File: src/rtl/spi_presc_pkg.sv
package spi_presc_pkg;
  localparam int BYTE_W = 8;
  localparam int SPR_W  = 4;
  localparam int EXP_W  = 3;
  localparam int POW_W  = (1 << EXP_W) - 1;
  localparam int POS_W  = SPR_W + POW_W;

  typedef struct packed {
    logic [EXP_W-1:0] expo;
    logic [SPR_W-1:0] lin;
  } presc_cfg_t;
endpackage

File: src/rtl/spi_presc_decode.sv
module spi_presc_decode
  import spi_presc_pkg::*;
(
  input  logic [BYTE_W-1:0] byte_i,
  output presc_cfg_t        cfg_o
);
  // exponent bit order matters: lsb sits at byte bit 4, upper two at 7:6
  always_comb begin
    cfg_o.lin  = byte_i[SPR_W-1:0];
    cfg_o.expo = {byte_i[7:6], byte_i[4]};
  end
endmodule

File: src/rtl/spi_presc_ratio.sv
module spi_presc_ratio
  import spi_presc_pkg::*;
(
  input  presc_cfg_t       cfg_i,
  output logic [POS_W-1:0] total_o,
  output logic [POS_W-1:0] half_o,
  output logic             valid_o,
  output logic             unit_o
);
  always_comb begin
    total_o = POS_W'(cfg_i.lin) << cfg_i.expo;
    half_o  = POS_W'((total_o + POS_W'(1)) >> 1);
    valid_o = (cfg_i.lin != '0);
    unit_o  = (total_o == POS_W'(1));
  end
endmodule

File: src/rtl/spi_presc_counter.sv
module spi_presc_counter
  import spi_presc_pkg::*;
(
  input  logic             clk_i,
  input  logic             rst_ni,
  input  logic             clear_i,
  input  logic             step_i,
  input  presc_cfg_t       cfg_i,
  output logic [POS_W-1:0] pos_o,
  output logic             wrap_o
);
  logic [SPR_W-1:0] lin_q;
  logic [POW_W-1:0] pw_q;
  logic [POW_W-1:0] pw_top;
  logic             pw_end;
  logic             lin_end;

  always_comb begin
    pw_top  = ~({POW_W{1'b1}} << cfg_i.expo);
    pw_end  = (pw_q == pw_top);
    lin_end = (lin_q == cfg_i.lin - SPR_W'(1));
    wrap_o  = pw_end && lin_end;
    pos_o   = (POS_W'(lin_q) << cfg_i.expo) | POS_W'(pw_q);
  end

  always_ff @(posedge clk_i or negedge rst_ni) begin
    if (!rst_ni) begin
      lin_q <= '0;
      pw_q  <= '0;
    end else if (clear_i) begin
      lin_q <= '0;
      pw_q  <= '0;
    end else if (step_i) begin
      if (pw_end) begin
        pw_q  <= '0;
        lin_q <= lin_end ? '0 : lin_q + SPR_W'(1);
      end else begin
        pw_q  <= pw_q + POW_W'(1);
      end
    end
  end

  assert_pw_bound_R2: assert property (@(posedge clk_i) disable iff (!rst_ni)
    pw_q <= pw_top);
  assert_lin_bound_R2: assert property (@(posedge clk_i) disable iff (!rst_ni)
    (cfg_i.lin != '0) |-> (lin_q < cfg_i.lin));
  assert_wrap_restart_R2: assert property (@(posedge clk_i) disable iff (!rst_ni)
    (step_i && !clear_i && wrap_o) |=> (pos_o == '0));
endmodule

File: src/rtl/spi_presc_phase.sv
module spi_presc_phase
  import spi_presc_pkg::*;
(
  input  logic             clk_i,
  input  logic             rst_ni,
  input  logic             run_i,
  input  logic [POS_W-1:0] pos_i,
  input  logic [POS_W-1:0] half_i,
  input  logic             unit_i,
  output logic             sclk_o,
  output logic             rise_o,
  output logic             fall_o
);
  logic sclk_d, rise_d, fall_d;

  always_comb begin
    sclk_d = run_i && (pos_i < half_i);
    rise_d = run_i && (pos_i == '0);
    fall_d = run_i && ((pos_i == half_i) || unit_i);
  end

  always_ff @(posedge clk_i or negedge rst_ni) begin
    if (!rst_ni) begin
      sclk_o <= 1'b0;
      rise_o <= 1'b0;
      fall_o <= 1'b0;
    end else begin
      sclk_o <= sclk_d;
      rise_o <= rise_d;
      fall_o <= fall_d;
    end
  end

  assert_rise_high_R4: assert property (@(posedge clk_i) disable iff (!rst_ni)
    rise_o |-> sclk_o);
  assert_fall_low_R4: assert property (@(posedge clk_i) disable iff (!rst_ni)
    (fall_o && !rise_o) |-> !sclk_o);
endmodule

File: src/rtl/spi_sclk_prescaler.sv
module spi_sclk_prescaler
  import spi_presc_pkg::*;
(
  input  logic              clk_i,
  input  logic              rst_ni,
  input  logic [BYTE_W-1:0] prescale_i,
  input  logic              enable_i,
  output logic              sclk_o,
  output logic              rise_o,
  output logic              fall_o
);
  presc_cfg_t       cfg_in;
  presc_cfg_t       cfg_q;
  logic [POS_W-1:0] total;
  logic [POS_W-1:0] half;
  logic [POS_W-1:0] pos;
  logic             cfg_valid;
  logic             unit;
  logic             wrap;
  logic             run;
  logic             load_cfg;

  spi_presc_decode u_decode (
    .byte_i (prescale_i),
    .cfg_o  (cfg_in)
  );

  spi_presc_ratio u_ratio (
    .cfg_i   (cfg_q),
    .total_o (total),
    .half_o  (half),
    .valid_o (cfg_valid),
    .unit_o  (unit)
  );

  always_comb begin
    run      = enable_i && cfg_valid;
    load_cfg = !run || wrap;
  end

  always_ff @(posedge clk_i or negedge rst_ni) begin
    if (!rst_ni) cfg_q <= '0;
    else if (load_cfg) cfg_q <= cfg_in;
  end

  spi_presc_counter u_counter (
    .clk_i   (clk_i),
    .rst_ni  (rst_ni),
    .clear_i (!run),
    .step_i  (run),
    .cfg_i   (cfg_q),
    .pos_o   (pos),
    .wrap_o  (wrap)
  );

  spi_presc_phase u_phase (
    .clk_i  (clk_i),
    .rst_ni (rst_ni),
    .run_i  (run),
    .pos_i  (pos),
    .half_i (half),
    .unit_i (unit),
    .sclk_o (sclk_o),
    .rise_o (rise_o),
    .fall_o (fall_o)
  );

  assert_idle_low_R8: assert property (@(posedge clk_i) disable iff (!rst_ni)
    !enable_i |=> (!sclk_o && !rise_o && !fall_o));
  assert_zero_factor_R6: assert property (@(posedge clk_i) disable iff (!rst_ni)
    (enable_i && !cfg_valid) |=> (!sclk_o && !rise_o && !fall_o));
  assert_cfg_hold_R7: assert property (@(posedge clk_i) disable iff (!rst_ni)
    (enable_i && cfg_valid && !wrap) |=> $stable(cfg_q));
  assert_unit_rate_R5: assert property (@(posedge clk_i) disable iff (!rst_ni)
    (enable_i && cfg_valid && unit) |=> (sclk_o && rise_o && fall_o));
  assert_rise_on_edge_R4: assert property (@(posedge clk_i) disable iff (!rst_ni)
    $rose(sclk_o) |-> rise_o);
endmodule

File: config.mk
export PLATFORM = sky130hd
export DESIGN_NAME = spi_sclk_prescaler
export DESIGN_NICKNAME = d
export VERILOG_FILES = /design/src/rtl/spi_presc_pkg.sv /design/src/rtl/spi_presc_decode.sv /design/src/rtl/spi_presc_ratio.sv /design/src/rtl/spi_presc_counter.sv /design/src/rtl/spi_presc_phase.sv /design/src/rtl/spi_sclk_prescaler.sv
export SDC_FILE = /design/constraint.sdc
export NUM_CORES = 1
export LEC_CHECK = 0
export ABC_AREA = 0
export BUFFER_PORTS_ARGS = -buffer_cell sky130_fd_sc_hd__buf_2
export CAP_MARGIN = 15
export CORE_ASPECT_RATIO = 0.7
export CORE_MARGIN = 4
export CORE_UTILIZATION = 35
export DETAILED_ROUTE_END_ITERATION = 6
export PLACE_DENSITY = 0.47
export SLEW_MARGIN = 10
export SYNTH_ARGS = -nofsm -noshare
export SYNTH_HDL_FRONTEND = slang
export SYNTH_SLANG_ARGS = --single-unit
File: constraint.sdc
create_clock -name clk_i -period 3.75 [get_ports clk_i]
set_clock_uncertainty 0.05 [all_clocks]
set_input_delay 1.125 -clock clk_i [delete_from_list [all_inputs] [get_ports clk_i]]
set_output_delay 1.125 -clock clk_i [all_outputs]
set_load 0.02 [all_outputs]
==> results of run 1 <==
==> cell usage in the layout, fill, tap and decap left out, types with 6 or more instances in the layout <==
cell       n
ha_1      16
buf_4      7
o21ai_0   12
nand2_1   17
buf_2     12
nor2_1    30
mux2_1     7
mux2i_1    6
nand3_1   12
xnor2_1   11
dfrtp_1   21
inv_1     12
nand2b_1   6
a21oi_1    6
==> layer usage <==
metal  routed length [um]  part of all wire, %  track usage, %  vias up
met3                  210                  4.4           2.495        4
met5                    0                    0               0        -
met1                 2713                   56           26.76      767
met4                   31                 0.65           1.711        0
met2                 1848                   38           19.51       30
li1                     -                    -               -      837
==> area by class of cell <==
cell class | count | area share, %
Inverter | 13 | 2.331
Sequential cell | 21 | 25.10
Tap cell | 72 | 4.304
Clock buffer | 3 | 1.973
Clock inverter | 1 | 0.3586
Multi-Input combinational cell | 183 | 60.55
Timing Repair Buffer | 19 | 5.380
==> per-stage QoR <==
step / util, % / std cells / power, W
6_report: 39.81 / 312 / 0.0007398
5_1_grt: 39.81 / 312 / 0.0008029
4_1_cts: 39.81 / 312 / 0.0007465
3_5_place_dp: 38.89 / 308 / 0.0005825
3_3_place_gp: 38.89 / 308 / 0.0005863
2_1_floorplan: - / 232 / 0.0005018
==> how the worst min path moves through the flow <==
stage                            from           endpoint  slack (ps)
floorplan           u_counter.pw_q[0]  u_counter.pw_q[0]         480
global placement    u_counter.pw_q[0]  u_counter.pw_q[0]         570
detailed placement  u_counter.pw_q[0]  u_counter.pw_q[0]         570
CTS                 u_counter.pw_q[0]  u_counter.pw_q[0]         580
global route                 cfg_q[1]           cfg_q[1]         640
finish              u_counter.pw_q[0]  u_counter.pw_q[0]         590
==> logic make-up after synthesis <==
group / synth area share [%]
and+or+nand+nor: 22.73
AOI/OAI and AO/OA: 17.22
buffers and inverters: 6.155
DFF: 27.50
muxes: 9.038
adders and majority gates: 10.48
xor gates and xnor gates: 6.876
==> registers in the layout, indices dropped and copies added (netlist names) <==
| name | cells |
|---|---|
| cfg_q | 7 |
| u_counter.lin_q | 4 |
| u_counter.pw_q | 7 |
| u_phase.fall_o | 1 |
| u_phase.rise_o | 1 |
| u_phase.sclk_o | 1 |
==> power groups by stage <==
stage,clock network [W],registers (W),logic (W)
2_1_floorplan,0,0.000274,0.000228
3_3_place_gp,0,0.000289,0.000297
3_5_place_dp,0,0.000288,0.000294
4_1_cts,0.000166,0.000284,0.000297
5_1_grt,0.000175,0.000289,0.000339
6_report,0.000161,0.000284,0.000295
==> summary by stage, run 1 <==
Logic synthesis
The proportion of register bits with asynchronous set or reset after synthesis is 100.0%. The synthesized netlist net count is 259. Counting instances in the post-synthesis netlist gives the leading cell types as nor2_1 (30), dfrtp_1 (21), nand2_1 (17). In the synthesized netlist, the number of instances is 232.

The cell with the most instances after synthesis is nor2_1. Averaged over all synthesized cells, the footprint is 8.235 sq um. After synthesis, the largest area contributor takes up 27.50% of total cell area. The count of distinct cell types in the synthesized netlist is 50.

dfrtp_1 takes more of the synthesized area than any other cell. The sequential cell area fraction in the yosys report is 27.50%. Yosys printed 0 warnings. The most frequently used flop master after synthesis is dfrtp_1.

By area the synthesized netlist is led by dfrtp_1 (28%), ha_1 (10%), nor2_1 (5.9%). The cell area that synthesis handed to floorplanning was 0.001911 sq mm. The flip-flop and latch count after synthesis is 21. The synthesized design contains 0 enable-type register cells.

Global route
Global routing used 15.38% of the available tracks across all layers. The first global-routing pass estimated 8.155 mm of wire. The number of global-route vias before repair is 1533. For this run the aggregate overflow at the end of global routing stands at 0. The initial antenna violation count is 0. Entering global routing, the biggest net connects 23 pins.

Timing
For the pin with the worst max-slew slack, the measured transition is 601.5 ps. In this run the tightest slew margin relative to its limit is 59.39%. Setup repair after global routing left no endpoint under its margin. The part of the cycle the worst path needs is 82.58%.

The number of hold-slack violations in the final timing report is 0. Setup violations remaining at the end of the flow were counted as 0. Final hold analysis gives a worst-case slack of 591.5 ps.

Once routing completed, OpenROAD measured the worst setup slack at 653.2 ps. The final period demand of the worst path is 3097 ps. Timing would allow up to 322.9 MHz. The post-route setup TNS is 0 ps. The final count of pins violating max slew was 0.

Worst setup path
The worst endpoint data arrival time is 3180 ps. The slowest stage of the critical path is the dfrtp_1 cell. By instance count, the cell type seen most on the critical path is o21a_1. The category of the worst setup path launch point is a flop. The endpoint identified for the worst register-to-register timing path is u_phase.sclk_o.

The logic depth of the worst register-to-register path is 10. For this run, the slowest stage of the critical path takes 540 ps. The critical path runs through a total of 10 cells. The worst setup path is captured at a flop. Across all register-to-register paths, the minimum setup slack is 650 ps. The family with the most delay on the worst path is compound AO/OA/AOI/OAI gates.

The number of buffers and inverters on the critical path is 1. The largest fanout on the critical path is 22. The worst setup path startpoint is cfg_q[4].

Following the worst setup path forward leads to its endpoint at u_phase.sclk_o. The class of the most critical setup path is reg -> reg. The launch point of the worst reg-to-reg path is cfg_q[4]. Walking the worst path, the cells encountered are buf_4, mux2_2, a21o_1, ha_1, nor2b_1, o21a_1, o21a_1, o21ai_0, a221oi_1, a2111oi_0. The critical path required time is 3830 ps.

Route
The final layout contains routed wiring with a total length of 4.802 mm. The total vias in the final route is 1638. After the first detailed-routing iteration, the DRC count stood at 91. The residual antenna-violating net count after detailed routing is 0. The detailed-router iteration count before antenna repair is 4.

After detailed routing, the number of vias per cell comes to 5.250. The detailed-route wire length per cell is 15.39 um. The remaining design rule violation count is 0.

Power and ir drop
In this run switching power makes up 39.24% of total power. The cell area power density is 353.4 mW/mm^2. In this run, flip-flops and latches consume 38.4% of the power. The internal power is 0.0004495 W. The leakage component of the power is 0.9401 nW.

In this run, the clock network consumes 21.8% of the power. In this run, the combinational gates consume 39.9% of the power. The maximum vdd drop is 173.2 uV.

In this run the power spent charging and discharging nets is 0.0002903 W.

Final layout
The number of antenna diodes in the final layout is 0. The area added between synthesis and finish is 9.561%. The area taken by flip-flops and latches is 525.5 sq um. With fillers left out, the area of the finished cells amounts to 0.002093 sq mm. For this run, the post-layout net count is 268. The fraction of final layout cells sized beyond drive strength 1 is 11.67%.

The filler cell count is 536. The combined area of the multi-input logic cells is 0.001267 sq mm.

Die
The cell row count is 22. For this configuration, the core starts out at a cell density of 36.34%. The die extent in y is 69.82 um. In this run the standard cell core region covers 0.005258 sq mm. Measured along the x axis, the die boundary spans 96.31 um.

For this design the top-level I/O count stands at 14. The total die area is 0.006724 sq mm.

Run status
The run finished with clean final reports.

Flow run
Max-cap violations in this run came to 0.

Clock tree
The post-CTS setup buffer count is 0. Post-CTS repair changed the size of 0 cells. The clock tree from TritonCTS is yes.

The number of buffers inserted by hold repair at cts is 0. The number of clock buffers inserted by TritonCTS is 3. The clock transition at the registers of the reported paths is 90 ps. The CTS H-tree depth is 1. The cell at the root of the clock tree is clkbuf_8.

The maximum clock path buffer count is 2. For the worst-skew pair, the clock arrives at the later sink with an insertion delay of 270 ps. The number of sinks driven by the clock tree is 21.

Worst hold path
The class of the tightest hold or removal check is reg -> reg. The cell count of the worst hold path is 1.

Placed design
Routability-driven placement finished with a final weighted congestion of 0.8022. The total cell area at the placement stage is 0.002044 sq mm. The worst setup slack after placement is 714.5 ps.

The post-DP HPWL is 3.683 mm. The total of buffers placed on input and output ports is 12.
No activity file was read; power rests on OpenSTA's default activity.
==> inputs of run 2 (changes only) <==
==> constraint.sdc (replaced) <==
create_clock -name clk_i -period 3.2 [get_ports clk_i]
set_clock_uncertainty 0.05 [all_clocks]
set_input_delay 0.96 -clock clk_i [delete_from_list [all_inputs] [get_ports clk_i]]
set_output_delay 0.96 -clock clk_i [all_outputs]
set_load 0.02 [all_outputs]
==> run 2 against run 1 <==
  * Highest routed layer unchanged
  * Critical path type unchanged
  * Combinational power increased by 28%
  * Total power is 21% higher
  * Die area unchanged
  * Design area is 2.8% higher
  * Critical path depth rose by 2
  * Sequential power is 15% higher
  * Final cell count grew 2.2%
  * Largest cell class unchanged
==> summary by stage, run 2 (synthesis results as in run 1) <==
Clock tree
The clock transition at the registers of the reported paths is 90 ps. The clock tree from TritonCTS is yes. The post-CTS setup buffer count is 0. The CTS H-tree depth is 1.

The worst-skew pair later-pin latency is 270 ps. The tree built by TritonCTS fans out to 21 sinks. The maximum clock path buffer count is 2. The number of clock buffers inserted by TritonCTS is 3.

The tree is rooted in a clkbuf_8.

Worst setup path
The destination of the worst register-to-register timing path is u_phase.sclk_o. The critical path required time is 3300 ps. The setup slack of the worst register-to-register path is 280 ps. The largest fanout on the critical path is 8. The class of the most critical setup path is reg -> reg. The worst setup path is captured at a flop. The category of the worst setup path launch point is a flop. Data on the critical path arrives at its endpoint at 3020 ps. The worst register-to-register path begins at cfg_q[5]. The logic depth of the worst register-to-register path is 12.

Final layout
The diode insertion count for antenna repair is 0. In the layout the commonest cells are nor2_1 (30), dfrtp_1 (20), nand2_1 (17). The largest registers in the layout are cfg_q x7, u_counter.pw_q x7, u_counter.lin_q x4. The library cell used most frequently in the layout, excluding fill and tap cells, is nor2_1. The final design area excluding fillers is 0.002152 sq mm. The area growth from synthesis to layout is 12.64%. In the final design database the tool counted 275 nets. The fraction of final layout cells sized beyond drive strength 1 is 14.98%.

Timing
The post-route setup TNS is 0 ps. The worst path needs 2922 ps of the cycle, external delays included. The slew of the pin with the lowest slew margin is 617.6 ps. Setup violations remaining at the end of the flow were counted as 0. Headroom to the max-slew limit came out at 58.31%. The part of the cycle the worst path needs is 91.32%. The fmax is 342.2 MHz. The final count of pins violating max slew is 0. Setup repair after global routing left no endpoint under its margin. The number of hold-slack violations in the final timing report was 0. The worst hold slack is 584.9 ps.

Die
The core region is 0.005258 sq mm. The cell row count is 22. The effective utilization at floorplan is 36.34%. 14 I/O pins were placed.

The total die area is 0.006724 sq mm. The die extent in y is 69.82 um. The die is 96.31 um wide.

Route
The number of DRC markers in iteration 0 is 160. The residual antenna-violating net count after detailed routing is 0. The post-detailed-route via-to-cell ratio is 5.335. The overall routed net length is 5.084 mm.

After detailed routing, the average wire length per cell comes to 15.94 um. The first TritonRoute pass finished after 4 iterations. In the routed design, unresolved DRC markers number 0. The routed layout has 1702 vias.

Global route
The first global-routing pass estimated 8.528 mm of wire. The initial antenna violation count is 0. The number of global-route vias before repair came to 1607. The maximum number of pins on one net before global-route repair is 22.

The global route total overflow is 0. The total routing usage reported by global routing is 16.11%.

Power and ir drop
The total power is 0.0008960 W. Dividing total power by cell area gives a power density of 416.3 mW/mm^2. The maximum vdd drop is 217.1 uV. The analysis attributes to cell leakage a power of 0.9721 nW.

Worst hold path
The startpoint identified for the worst hold timing path is cfg_q[1]. The endpoint of the worst hold path is cfg_q[1]. Along the worst hold path, the cell count comes to 1. The class of the tightest hold or removal check is reg -> reg.

Placed design
The placer's final routability congestion estimate is 0.8793. The total cell area at the placement stage is 0.002097 sq mm. The total of buffers placed on input and output ports is 12. The post-DP HPWL is 3.940 mm.

Run status
The run finished with clean final reports.

Flow run
The tool flagged a number of max-cap violations equal to 0.
[run 2: cell types whose count changed in the layout (fill, tap and decap cells not counted), sizes merged]
cell,change
buf,+7
[run 2: area by class of cell]
| class | count | area (sq um) |
|---|---|---|
| Fill cell | 539 | 3105 |
| Multi-Input combinational cell | 183 | 1272 |
| Inverter | 13 | 48.80 |
| Clock buffer | 3 | 41.29 |
| Clock inverter | 1 | 7.507 |
| Sequential cell | 21 | 526.8 |
| Timing Repair Buffer | 26 | 165.2 |
| Tap cell | 72 | 90.09 |
[run 2: timing repair]
item                       in CTS  in global routing
hold endpoints to repair        0                  0
hold buffers                    0                  0
gates resized for setup         0                  4
setup endpoints to repair       0                  1
[run 2: how the worst max path moves through the flow]
stage                     cells past startpoint              to      from  slack, ps
final                                        12  u_phase.sclk_o  cfg_q[5]        280
after CTS                                    11  u_phase.sclk_o  cfg_q[4]        200
after global placement                       10  u_phase.sclk_o  cfg_q[5]        230
after floorplan                              13  u_phase.sclk_o  cfg_q[5]        220
after global routing                         12  u_phase.sclk_o  cfg_q[1]         40
after detailed placement                     11  u_phase.sclk_o  cfg_q[4]        240
[run 2: critical path, cell delays in order, from the launching register on]
cell,delay [ps]
dfrtp_1,480
buf_4,210
nor2_1,70
and2_1,180
ha_1,220
xnor2_1,190
ha_1,270
nor2b_1,130
o21a_1,160
o21a_1,160
o21ai_0,180
a221oi_1,130
a2111oi_1,380
[run 2: routing by layer]
metal	GRT usage, %	vias up	routed length (um)
li1	-	853	-
met1	27.63	797	2739
met2	20.20	48	1990
met3	3.254	4	324
met4	2.177	0	29
met5	0	-	0
[run 2: where the power goes]
group | switching [W] | total, W | internal, W
clock network | 0.000101 | 0.000190 | 0.0000882
logic | 0.000212 | 0.000378 | 0.000166
registers | 0.0000390 | 0.000328 | 0.000289
[run 2: metrics by stage]
stage,utilization [%],setup WS (ps),cells
floorplan,-,221.3,232
global placement,39.89,234.3,315
detailed placement,39.89,236.8,315
CTS,40.81,197.9,319
global route,40.93,41.13,319
finish,40.93,277.8,319
==> inputs of run 3 (changes only) <==
--- a/config.mk
+++ b/config.mk
@@ -11,8 +11,10 @@
 export CORE_ASPECT_RATIO = 0.7
 export CORE_MARGIN = 4
 export CORE_UTILIZATION = 35
+export CTS_CLUSTER_DIAMETER = 40
 export DETAILED_ROUTE_END_ITERATION = 6
 export PLACE_DENSITY = 0.47
+export REMOVE_ABC_BUFFERS = 1
 export SLEW_MARGIN = 10
 export SYNTH_ARGS = -nofsm -noshare
 export SYNTH_HDL_FRONTEND = slang
==> run 3 against run 2 <==
  * Clock power shrank 6%
  * Sequential cell count unchanged
  * Final cell count is 1.6% lower
  * Core utilization is 0.90 points lower
  * Die area is the same
==> summary by stage, run 3 (synthesis results as in run 1) <==
Run status
The flow ran to the end, and the final reports show no timing, DRC or antenna violations.

Route
The post-detailed-route via-to-cell ratio is 5.280. Across all layers, the routed design uses 1658 vias. The wire length on met1 is 2.848 mm. The number of DRC markers in iteration 0 is 102. Detailed routing placed a total of 132 um of wire on met3. The routed design uses 2.033 mm of met2 wire. After detailed routing, the average wire length per cell comes to 16.03 um. For this run, design rule violations remaining after detail routing come to 0. The overall routed net length is 5.034 mm. The count of nets left with antenna violations once routing finished came out at 0.

Signal routing reaches up to met4. The first detailed-routing pass took 4 iterations.

Final layout
In the layout the commonest cells are nor2_1 (30), dfrtp_1 (21), nand2_1 (17). The fraction of final layout cells sized beyond drive strength 1 is 11.98%. Relative to the synthesized area, the layout overhead comes to 10.15%. The library cell used most frequently in the layout, excluding fill and tap cells, is nor2_1. The largest registers in the layout are cfg_q x7, u_counter.pw_q x7, u_counter.lin_q x4.

After the last flow step, the layout net total stands at 270. The repair_antennas step left the layout with diodes totalling 0.

Placed design
The placer's final routability congestion estimate is 0.8111. The post-DP HPWL is 3.833 mm. The total of buffers placed on input and output ports is 12.

Timing
After layout, the worst path uses 91.16% of the clock period. The worst pin sits at a relative slew slack of 59.75%. Setup total negative slack on the finished layout was measured at 0 ps.

The final count of pins violating max slew is 0. Setup violations remaining at the end of the flow were counted as 0. Subtracting the final worst setup slack from the clock period gives 2917 ps.

At the pin with the least slew margin, the transition time is 596.2 ps. The number of hold-slack violations in the final timing report was 0. The fmax is 342.8 MHz. Setup repair after global routing left no endpoint under its margin.

Global route
Entering global routing, the biggest net connects 22 pins. The first-pass GRT wire length is 8.431 mm. The number of global-route vias before repair is 1610. The initial antenna violation count came to 0. In the global route stage, overall resource usage came out at 16.11%. The global route total overflow is 0.

Worst setup path
The worst setup path is captured at a flop. The setup slack of the worst register-to-register path is 280 ps. STA puts the critical path data arrival time at 3000 ps.

Along the worst path, the maximum fanout reaches 17. By startpoint and endpoint, the worst setup path is classified as reg -> reg. For the worst setup path, the data required time is 3290 ps. STA classifies the critical path startpoint as a flop.

Power and ir drop
The worst-case IR drop observed on VDD is 172.9 uV. The analysis attributes to net switching a power of 0.0003357 W. The cell area power density is 412.4 mW/mm^2.

In this run, the combinational gates consume 41.2% of the power. The share of power burned in registers is 38.2%. The internal power is 0.0005321 W. Summed over all cells, the static leakage comes to 0.9511 nW. The design draws 0.0008679 W. In this run switching power makes up 38.68% of total power.

The relative contribution of the clock network to total power is 20.6%.

Clock tree
The maximum clock path buffer count is 2. CTS saw 21 sinks. The number of clock buffers inserted by TritonCTS is 3.

The CTS H-tree depth is 1. After clock tree synthesis, the clock-pin slew on the worst setup and hold paths is 80 ps. The number of buffers inserted by hold repair at cts is 0.

The clock tree from TritonCTS is yes. The worst-skew pair later-pin latency is 260 ps. The cell sitting at the root of the clock tree is a clkbuf_8.

Die
The die is 96.31 um wide. The effective utilization at floorplan is 36.34%. The floorplan step defined a die boundary enclosing 0.006724 sq mm. The number of I/O pins is 14. The floorplan step defined a core boundary enclosing 0.005258 sq mm. Measured along the y axis, the die boundary spans 69.82 um. The cell row count is 22.

Worst hold path
The class of the tightest hold or removal check is reg -> reg.

Flow run
The max-cap check violation count is 0.
[run 3: changes by cell type in the layout (fill, tap and decap cells not counted)]
cell        delta
a2111oi_1      -1
buf_4          -5
mux2i_2        -1
clkinvlp_4     -1
dfrtp_2        -1
a2111oi_0      +1
clkbuf_1       +1
dfrtp_1        +1
mux2i_1        +1
[run 3: repair_timing]
item                       4_1_cts  5_1_grt
buffers inserted                 0        0
gates resized for setup          0        1
setup endpoints to repair        0        1
[run 3: critical path, stage by stage, from the launching register on]
cell and delay (ps):
dfrtp_1 550, buf_4 290, mux2i_1 320, nor2_1 70
a31oi_1 150, o21bai_1 130, ha_1 330, o21a_1 110
o21a_1 160, o21ai_0 160, a221oi_1 110, a2111oi_0 370
[run 3: per-stage QoR]
step                hold WS (ps)  std cells  worst slack [ps]  instance area (sq um)  utilization (%)
detailed placement         571.8        310             214.9                   2059            39.17
floorplan                  478.7        217             265.5                   1842                -
global placement           580.7        310             201.7                   2059            39.17
finish                     582.3        314             282.9                   2105            40.03
global route               642.3        314             11.65                   2105            40.03
CTS                        585.5        314             194.0                   2105            40.03
[run 3: layer usage]
metal,up-vias,track usage (%)
met5,-,0
met4,0,3.266
met3,2,2.061
met2,17,21.73
met1,796,26.63
li1,843,-
[run 3: cell type report]
type                            instances  area (sq um)
Fill cell                             547          3153
Multi-Input combinational cell        183          1267
Inverter                               13         48.80
Tap cell                               72         90.09
Sequential cell                        21         525.5
Timing Repair Buffer                   21         127.6
Clock buffer                            4         45.04
[run 3: final timing paths]
| check | cells after the start | startpoint | endpoint |
|---|---|---|---|
| hold reg to reg | 1 | u_counter.pw_q[0] | u_counter.pw_q[0] |
| min in group asynchronous | 1 | rst_ni | cfg_q[4] |
| setup reg to reg | 11 | cfg_q[5] | u_phase.sclk_o |
| setup / recovery | 11 | cfg_q[5] | u_phase.sclk_o |
| hold / removal | 1 | u_counter.pw_q[0] | u_counter.pw_q[0] |
| max in group asynchronous | 1 | rst_ni | u_phase.rise_o |
[run 3: power by group through the flow]
stage                     clock network (W)  registers (W)  logic [W]
after CTS                          0.000187       0.000331   0.000358
after global routing               0.000196       0.000338   0.000401
after floorplan                           0       0.000348   0.000227
final                              0.000179       0.000331   0.000358
after detailed placement                  0       0.000337   0.000355
after global placement                    0       0.000338   0.000358
